**config.mk**
```make
export PLATFORM = sky130hd
export DESIGN_NAME = pwm_tick_gen
export DESIGN_NICKNAME = d
export VERILOG_FILES = /design/src/rtl/pwm_tick_pkg.sv /design/src/rtl/pwm_rst_sync.sv /design/src/rtl/pwm_cfg_regs.sv /design/src/rtl/pwm_pow2_prescaler.sv /design/src/rtl/pwm_src_sel.sv /design/src/rtl/pwm_lin_div.sv /design/src/rtl/pwm_tick_gen.sv
export SDC_FILE = /design/constraint.sdc
export NUM_CORES = 1
export LEC_CHECK = 0
export BUFFER_PORTS_ARGS = -buffer_cell sky130_fd_sc_hd__buf_2
export CORE_ASPECT_RATIO = 2
export CORE_MARGIN = 3
export CORE_UTILIZATION = 53
export CTS_CLUSTER_SIZE = 12
export DETAILED_ROUTE_END_ITERATION = 10
export GPL_TIMING_DRIVEN = 0
export PLACE_DENSITY = 0.78
export SETUP_SLACK_MARGIN = 0.2
export SYNTH_ARGS = -nofsm -noshare
export SYNTH_HDL_FRONTEND = slang
export SYNTH_SLANG_ARGS = --single-unit
```
**constraint.sdc**
```tcl
create_clock -name clk -period 3.3 [get_ports clk]
set_clock_uncertainty 0.2 [all_clocks]
set_input_delay 0.66 -clock clk [delete_from_list [all_inputs] [get_ports clk]]
set_output_delay 0.66 -clock clk [all_outputs]
set_load 0.05 [all_outputs]
```
**src/rtl/pwm_tick_pkg.sv**
```systemverilog
package pwm_tick_pkg;

  // number of power-of-two stages (divide by 2 .. 2**STAGES)
  localparam int unsigned STAGES = 10;
  // width of a source-select field
  localparam int unsigned SEL_W  = 4;
  // width of a linear divide field
  localparam int unsigned DIV_W  = 8;

  typedef struct packed {
    logic [DIV_W-1:0] div;
    logic [SEL_W-1:0] sel;
  } lin_cfg_t;

  typedef struct packed {
    lin_cfg_t b;
    lin_cfg_t a;
  } mode_cfg_t;

  localparam int unsigned CFG_W = $bits(mode_cfg_t);

endpackage

```
**src/rtl/pwm_rst_sync.sv**
```systemverilog
module pwm_rst_sync (
  input  logic clk,
  input  logic rst_n,
  output logic rst_n_sync
);

  logic [1:0] sync_q;
  logic [1:0] sync_d;

  always_comb begin
    sync_d = {sync_q[0], 1'b1};
  end

  always_ff @(posedge clk or negedge rst_n) begin
    if (!rst_n) sync_q <= 2'b00;
    else        sync_q <= sync_d;
  end

  assign rst_n_sync = sync_q[1];

  // once released, the synchronised reset stays released until rst_n drops
  a_r1_release_sticky: assert property (@(posedge clk) disable iff (!rst_n)
    rst_n_sync |=> rst_n_sync);

endmodule

```
**src/rtl/pwm_cfg_regs.sv**
```systemverilog
module pwm_cfg_regs
  import pwm_tick_pkg::*;
(
  input  logic             clk,
  input  logic             rst_n,
  input  logic             we,
  input  logic [CFG_W-1:0] wdata,
  output mode_cfg_t        cfg,
  output logic             restart
);

  mode_cfg_t cfg_q;
  mode_cfg_t cfg_d;

  always_comb begin
    cfg_d = cfg_q;
    if (we) cfg_d = mode_cfg_t'(wdata);
  end

  always_ff @(posedge clk or negedge rst_n) begin
    if (!rst_n) cfg_q <= '0;
    else        cfg_q <= cfg_d;
  end

  assign cfg     = cfg_q;
  assign restart = we;

  // a write lands unchanged in the register on the next cycle
  a_r7_write_lands: assert property (@(posedge clk) disable iff (!rst_n)
    we |=> (cfg_q == mode_cfg_t'($past(wdata))));

  // without a write the configuration holds
  a_r7_hold: assert property (@(posedge clk) disable iff (!rst_n)
    !we |=> $stable(cfg_q));

endmodule

```
**src/rtl/pwm_pow2_prescaler.sv**
```systemverilog
module pwm_pow2_prescaler #(
  parameter int unsigned STAGES = pwm_tick_pkg::STAGES
) (
  input  logic              clk,
  input  logic              rst_n,
  input  logic              en,
  output logic [STAGES-1:0] tick_pow
);

  logic [STAGES-1:0] cnt_q;
  logic [STAGES-1:0] cnt_d;

  always_comb begin
    if (en) cnt_d = cnt_q + 1'b1;
    else    cnt_d = '0;
  end

  always_ff @(posedge clk or negedge rst_n) begin
    if (!rst_n) cnt_q <= '0;
    else        cnt_q <= cnt_d;
  end

  // stage k fires when the low k+1 counter bits are all ones
  for (genvar k = 0; k < STAGES; k++) begin : g_stage
    assign tick_pow[k] = en & (&cnt_q[k:0]);

    // every power-of-two tick lasts a single cycle
    a_r2_single_cycle: assert property (@(posedge clk) disable iff (!rst_n)
      tick_pow[k] |=> !tick_pow[k]);
  end

  // a slower stage only fires together with every faster stage
  for (genvar k = 1; k < STAGES; k++) begin : g_nest
    a_r2_nested: assert property (@(posedge clk) disable iff (!rst_n)
      tick_pow[k] |-> tick_pow[k-1]);
  end

  // a disabled master clock parks the counter at zero
  a_r3_parked: assert property (@(posedge clk) disable iff (!rst_n)
    !en |=> (cnt_q == '0));

endmodule

```
**src/rtl/pwm_src_sel.sv**
```systemverilog
module pwm_src_sel #(
  parameter int unsigned STAGES = pwm_tick_pkg::STAGES,
  parameter int unsigned SEL_W  = pwm_tick_pkg::SEL_W
) (
  input  logic [SEL_W-1:0]  sel,
  input  logic              tick_base,
  input  logic [STAGES-1:0] tick_pow,
  output logic              src_tick
);

  // codes above STAGES select nothing
  always_comb begin
    src_tick = 1'b0;
    if (sel == '0) src_tick = tick_base;
    for (int k = 0; k < STAGES; k++) begin
      if (sel == SEL_W'(k + 1)) src_tick = tick_pow[k];
    end
  end

endmodule

```
**src/rtl/pwm_lin_div.sv**
```systemverilog
module pwm_lin_div #(
  parameter int unsigned DIV_W = pwm_tick_pkg::DIV_W
) (
  input  logic             clk,
  input  logic             rst_n,
  input  logic             en,
  input  logic             restart,
  input  logic             src_tick,
  input  logic [DIV_W-1:0] div_val,
  output logic             tick_out
);

  logic [DIV_W-1:0] cnt_q;
  logic [DIV_W-1:0] cnt_d;
  logic             active;
  logic             wrap;

  always_comb begin
    active   = en && (div_val != '0);
    wrap     = (cnt_q == (div_val - DIV_W'(1)));
    tick_out = active && src_tick && wrap;
    cnt_d    = cnt_q;
    if (restart || !active) begin
      cnt_d = '0;
    end else if (src_tick) begin
      if (wrap) cnt_d = '0;
      else      cnt_d = cnt_q + 1'b1;
    end
  end

  always_ff @(posedge clk or negedge rst_n) begin
    if (!rst_n) cnt_q <= '0;
    else        cnt_q <= cnt_d;
  end

  // an output tick always coincides with a source tick
  a_r5_needs_src: assert property (@(posedge clk) disable iff (!rst_n)
    tick_out |-> src_tick);

  // the count never reaches the divide value
  a_r5_cnt_in_range: assert property (@(posedge clk) disable iff (!rst_n)
    (div_val != '0) |-> (cnt_q < div_val));

  // a configuration write restarts the count
  a_r7_restart_clears: assert property (@(posedge clk) disable iff (!rst_n)
    restart |=> (cnt_q == '0));

  // a zero divide value keeps the count parked
  a_r6_zero_parked: assert property (@(posedge clk) disable iff (!rst_n)
    (div_val == '0) |=> (cnt_q == '0));

endmodule

```
**src/rtl/pwm_tick_gen.sv**
```systemverilog
module pwm_tick_gen
  import pwm_tick_pkg::*;
(
  input  logic              clk,
  input  logic              rst_n,
  input  logic              mck_en,
  input  logic              cfg_we,
  input  logic [CFG_W-1:0]  cfg_wdata,
  output logic              tick_base,
  output logic [STAGES-1:0] tick_pow,
  output logic              tick_a,
  output logic              tick_b
);

  localparam int unsigned NUM_DIV = 2;

  logic      rst_n_sync;
  mode_cfg_t cfg;
  logic      restart;
  lin_cfg_t  lin_cfg [NUM_DIV];
  logic      src_tick [NUM_DIV];
  logic      div_tick [NUM_DIV];

  pwm_rst_sync u_rst_sync (
    .clk        (clk),
    .rst_n      (rst_n),
    .rst_n_sync (rst_n_sync)
  );

  // undivided tick: every cycle once reset is released
  assign tick_base = rst_n_sync;

  pwm_cfg_regs u_cfg_regs (
    .clk     (clk),
    .rst_n   (rst_n_sync),
    .we      (cfg_we),
    .wdata   (cfg_wdata),
    .cfg     (cfg),
    .restart (restart)
  );

  pwm_pow2_prescaler #(.STAGES(STAGES)) u_prescaler (
    .clk      (clk),
    .rst_n    (rst_n_sync),
    .en       (mck_en),
    .tick_pow (tick_pow)
  );

  assign lin_cfg[0] = cfg.a;
  assign lin_cfg[1] = cfg.b;

  for (genvar d = 0; d < NUM_DIV; d++) begin : g_div
    pwm_src_sel #(.STAGES(STAGES), .SEL_W(SEL_W)) u_sel (
      .sel       (lin_cfg[d].sel),
      .tick_base (tick_base),
      .tick_pow  (tick_pow),
      .src_tick  (src_tick[d])
    );

    pwm_lin_div #(.DIV_W(DIV_W)) u_div (
      .clk      (clk),
      .rst_n    (rst_n_sync),
      .en       (mck_en),
      .restart  (restart),
      .src_tick (src_tick[d]),
      .div_val  (lin_cfg[d].div),
      .tick_out (div_tick[d])
    );
  end

  assign tick_a = div_tick[0];
  assign tick_b = div_tick[1];

  // with the master clock disabled no divided tick escapes
  a_r3_gated: assert property (@(posedge clk) disable iff (!rst_n_sync)
    !mck_en |-> (!tick_a && !tick_b && (tick_pow == '0)));

  // out-of-range selects never produce a divider tick
  a_r4_bad_sel_a: assert property (@(posedge clk) disable iff (!rst_n_sync)
    (cfg.a.sel > SEL_W'(STAGES)) |-> !tick_a);
  a_r4_bad_sel_b: assert property (@(posedge clk) disable iff (!rst_n_sync)
    (cfg.b.sel > SEL_W'(STAGES)) |-> !tick_b);

  // zero divide value silences the divider
  a_r6_zero_div_a: assert property (@(posedge clk) disable iff (!rst_n_sync)
    (cfg.a.div == '0) |-> !tick_a);

endmodule

```
# Word level (Yosys, flattened, before mapping)
# Index checks and enable logic that the tools add are counted.
# totals
register_bits	52
in_bits	28
out_inout_bits	13
word_cells	99
# classes
addsub	5
n_eq_ne	22
n_mux	29
bitwise_logic	10
reduce_logical	25
# op_table
op	n
8-bit 2-to-1 mux	6
4-bit by 3-bit == test with 1-bit output, second input constant	8
4-bit == test, second input constant	6
1-bit 2-to-1 mux	22
8-bit by 1-bit adder with 8-bit output, second input constant	2
4-bit by 2-bit == test with 1-bit output, second input constant	4
8-bit == test	2
8-bit nonzero test	2
8-bit by 1-bit subtractor with 8-bit output, second input constant	2
10-bit by 1-bit adder with 10-bit output, second input constant	1
1-bit AND	10
10-bit 2-to-1 mux	1
10-bit AND reduction	1
9-bit AND reduction	1
4-bit by 1-bit == test with 1-bit output, second input constant	2
4-bit zero test	2
8-bit AND reduction	1
7-bit AND reduction	1
1-bit logical AND	6
6-bit AND reduction	1
5-bit AND reduction	1
4-bit AND reduction	1
2-bit nonzero test	2
3-bit AND reduction	1
other kinds (3)	5

# Logic depth before layout (Yosys ltp)
# depth
depth_word	14
mapped_depth	11
ltp_nobuf	10

# Cells and area by module
# From an unflattened synthesis, not the netlist that was laid out.
# unflattened
cells_unflattened	308
hier_area_um2	3345.7
# by_module_without_submodules
mod	n_inst	cells_per_inst	area_each_um2	seq_area_each_um2
pwm_cfg_regs	1	52	1004.7	600.6
pwm_lin_div (g_div[1].u_div)	1	84	769.5	200.2
pwm_lin_div (g_div[0].u_div)	1	88	754.5	200.2
pwm_pow2_prescaler	1	57	543.0	250.2
pwm_src_sel	2	12	110.1	0.0
pwm_rst_sync	1	3	53.8	50.0

# Worst setup path after synthesis
# Ideal clock, no wire load.
# synth_path
kind	register to output
start	register u_rst_sync.sync_q[1]
end	output port tick_b
t_arrival_ns	3.900
t_required_ns	2.440
setup_slack_ns	-1.460
stages_incl_launch_ff	6
n_path_buf	1
path_cell_list	dfrtp_1 > a221oi_1 > a2111o_1 > a32o_1 > buf_6 > nor3_1
# synth_via
elab_chain_cells	13
# synth_lines
element	line	rtl
from (decl)	pwm_rst_sync.sv:7	logic [1:0] sync_q;
from (signal assigned)	pwm_rst_sync.sv:16	else sync_q <= sync_d;
1-bit 2-to-1 mux	pwm_src_sel.sv:14	if (sel == '0) src_tick = tick_base;
1-bit 2-to-1 mux (10 in series)	pwm_src_sel.sv:16	if (sel == SEL_W'(k + 1)) src_tick = tick_pow[k];
1-bit logical AND (2 in series)	pwm_lin_div.sv:21	tick_out = active && src_tick && wrap;
to (decl)	pwm_tick_gen.sv:12	output logic tick_b
# No other way between the ends.

# Worst setup path in the final report
# layout_path
start	register u_prescaler.cnt_q[0]
end	output port tick_b
# layout_via
elab_chain_cells	13
word_cells_on_any_way	31
classes_between	mux: 10; bitwise: 10; reduce/logical: 11
# layout_lines
element	line	rtl
from (decl)	pwm_pow2_prescaler.sv:10	logic [STAGES-1:0] cnt_q;
from (signal assigned)	pwm_pow2_prescaler.sv:20	else cnt_q <= cnt_d;
1-bit AND / 2-bit AND reduction (equally long branches)	pwm_pow2_prescaler.sv:25	assign tick_pow[k] = en & (&cnt_q[k:0]);
1-bit 2-to-1 mux / 1-bit AND (equally long branches)	pwm_src_sel.sv:16, pwm_pow2_prescaler.sv:25	
1-bit 2-to-1 mux (8 in series)	pwm_src_sel.sv:16	
1-bit 2-to-1 mux *	pwm_src_sel.sv:16	
1-bit logical AND * (2 in series)	pwm_lin_div.sv:21	
# Mark *: on every way between the ends. The rest lies on a longest branch, timed or not.

==> results.txt <==
P_leak = 0.00180 µW
WP data arrival = 2290 ps
Worst Hold Class = flip-flop to asynchronous set/reset pin
Grt met2 use = 45.8%
Drt first pass iters = 4
Slew @ Worst Pin = 636 ps
Largest area contributor in the netlist = dfrtp_1
Total Routing Usage GR = 25.8%
Critical path's slowest cell = dfrtp_2
Post-synth cell types = 57
Vias in the first global route = 2967
CTS tree = done
Residual DRC = 0
Worst vdd ir = 0.489 mV
Final setup viols = 0
H-tree levels = 2
Failing checks = hold timing
PwrDens = 385 nW/µm²
Mapped Avg Cell Area = 9.52 µm²
Mapped Area = 3270 µm²
Count of final max-slew check failures = 0
GRT overflow = 0
Maxcap violations = 0
Drt total wl = 8600 µm
Post-DR vias/cell = 6.25
Gr busiest metal = met2
Yosys warnings = 0
CP Launch Type = flip-flop
CTS Sinks = 52
DIE AREA = 7200 µm²
Synth top area cells = dfrtp_1 (40%), mux2_2 (5.9%), xnor2_1 (3.5%)
Post-Syn Instances = 343
RR Startpoint = u_prescaler.cnt_q[0]
Post-layout util = 69.7%
#FFs+latches synth = 52
Min Hold Slack = -2.88 ps
Yosys top cell area share = 39.8%
Cells along the critical path = ha_4 > nand3_4 > inv_2 > ha_4 > and2_4 > and2b_1 > o31ai_1 > a32o_2 > buf_6 > nor3_4 > buf_6
Area delta synth->final = 25.0%
Tmin final = 3150 ps
First-pass GRT wire length = 13900 µm
Horiz. Die Dim = 61.5 µm
Crit path required time = 2440 ps
CP peak stage delay = 430 ps
N_diodes = 0
RePlAce Congestion = 0.851
Synth Flop Type = dfrtp_1
Die H = 117 µm
Detail Route Antenna Nets = 0
Starting Density = 55.8%
CTS Buffer Depth = 2
Port bufs = 39
IO Pins = 41
CTS buffer count = 5
Met1 Usage GRT = 27.0%
Via Count = 2945
Crit Path Max Fanout = 5
RSZ-0062 raised after global routing = true
Initial antenna violation count = 0
Status = complete, but fails checks
Nets = 445
CP Class = flip-flop to primary output
Commonest non-fill, non-tap cells in the layout = dfrtp_1 (50), buf_2 (39), nand2_1 (21), nor2_1 (18), buf_4 (18)
Rows = 39
Root Driver = clkbuf_16
Global-route met3 utilization = 5.49%
Post-synth EDFFs = 0
Clock Pin Slew Worst Setup and Hold Paths = 70 ps
Core Footprint = 5860 µm²
Headroom to the max-slew limit = 57.6%
Post-DP HPWL = 5820 µm
Total power after layout = 1570 µW
Seq/Total Area, Yosys = 39.8%
Pin count of the biggest net entering global routing = 27
Drt wl/cell = 18.2 µm
Fin. Hold Viols = 1
Clk Latency, worst-skew pair = 300 ps
Syn Nets = 379
FFs w/ async S/R, synth = 100%
Critical Path End Type = primary output
Most common cell after layout, fill and taps aside = dfrtp_1
Initial drt markers = 188
Ratio of cells with drive above 1 in the final layout = 30.2%
Post-route clock period utilization = 95.6%
F_max = 0.317 GHz
Crit path launch = u_prescaler.cnt_q[0]
[synth_stat cells (7+ instances only)]
cell and number:
nand3_1 18, nor2b_1 7, xor2_1 9, nor3_1 7, nand4_1 13, inv_1 17, clkbuf_1 9, o41ai_1 7
and2_1 11, and3_1 10, ha_1 8, mux2_2 17, xnor2_1 13, o21ai_0 13, dfrtp_1 52, a32oi_1 12
nand2_1 23, nor2_1 20
[worst max-delay path, delay by kind of cell (launching register included)]
kind                     cells  cell delay (ps)
AO/OA/AOI/OAI                2              440
buffers and inverters        3              320
adder cells (fa/ha/maj)      2              360
AND/OR/NAND/NOR              4              430
flip-flops                   1              430
[report_power, final]
group / total (µW) / internal, µW / switching (µW) / leakage (µW)
clock network: 548 / 288 / 260 / 0.0000719
logic: 299 / 138 / 161 / 0.00106
registers: 723 / 672 / 51.7 / 0.000665
total: 1570 / 1100 / 473 / 0.00180
[cells by family (layout without fill, tap and decap cells)]
| kind of cell | after synthesis | after routing | share of synthesized area (%) |
|---|---|---|---|
| buffers and inverters | 33 | 100 | 4.56 |
| other | 1 | 1 | 0.115 |
| and+or+nand+nor | 139 | 139 | 23.6 |
| adders and majority gates | 8 | 8 | 3.07 |
| muxes | 17 | 17 | 5.86 |
| xor gates and xnor gates | 22 | 22 | 5.90 |
| DFF | 52 | 52 | 39.8 |
| AOI/OAI and AO/OA | 71 | 71 | 17.0 |
[path summary, 6_finish.rpt]
path                                           end  depth (start not counted)  slack, ps
max in group asynchronous     u_rst_sync.sync_q[1]                          2       2330
min in group clk              u_rst_sync.sync_q[1]                          0        150
setup / recovery                            tick_b                         11        150
setup reg to reg           g_div[0].u_div.cnt_q[1]                         11        450
hold reg to reg               u_prescaler.cnt_q[0]                          0         -3
hold / removal                u_prescaler.cnt_q[0]                          0         -3
[per-stage QoR]
step                      setup WS, ps  cells  cell area [µm²]  TNS [ps]  hold slack [ps]
after floorplan                    178    343             3330         0              131
after global placement           -60.7    443             3600     -60.7              135
after detailed placement         -37.5    443             3600     -37.8              142
after CTS                          149    468             3990         0             5.71
after global routing              46.9    471             4080         0             15.2
final                              145    471             4080         0            -2.88
[per-layer routing]
metal | vias up | share of wire [%]
met1 | 1441 | 37
met2 | 88 | 56
met3 | 23 | 3.7
met4 | 0 | 3.3
li1 | 1393 | -
met5 | - | 0
[flip-flops by register name (all words and copies together), names as in the netlist]
register,flops
g_div.u_div.cnt_q,16
u_cfg_regs.cfg,24
u_rst_sync.sync_q,2
u_prescaler.cnt_q,10
[cell type report]
type | count | area [µm²]
clock inverters | 3 | 27.5
flip-flops and latches | 52 | 1310
fillers | 456 | 1770
repair buffers | 59 | 380
plain buffers | 16 | 96.3
well taps | 61 | 76.3
inverters | 17 | 63.8
clock buffers | 5 | 125
multi-input cells | 258 | 2010
[what timing repair did]
item / CTS / global route
endpoints found under the hold margin: 2 / 0
endpoints found under the setup margin: 2 / 2
setup buffers: 16 / 3
pin swaps: 9 / 10
resized for setup: 22 / 10
hold buffers: 1 / 0
(Power assumes the default switching activity.)
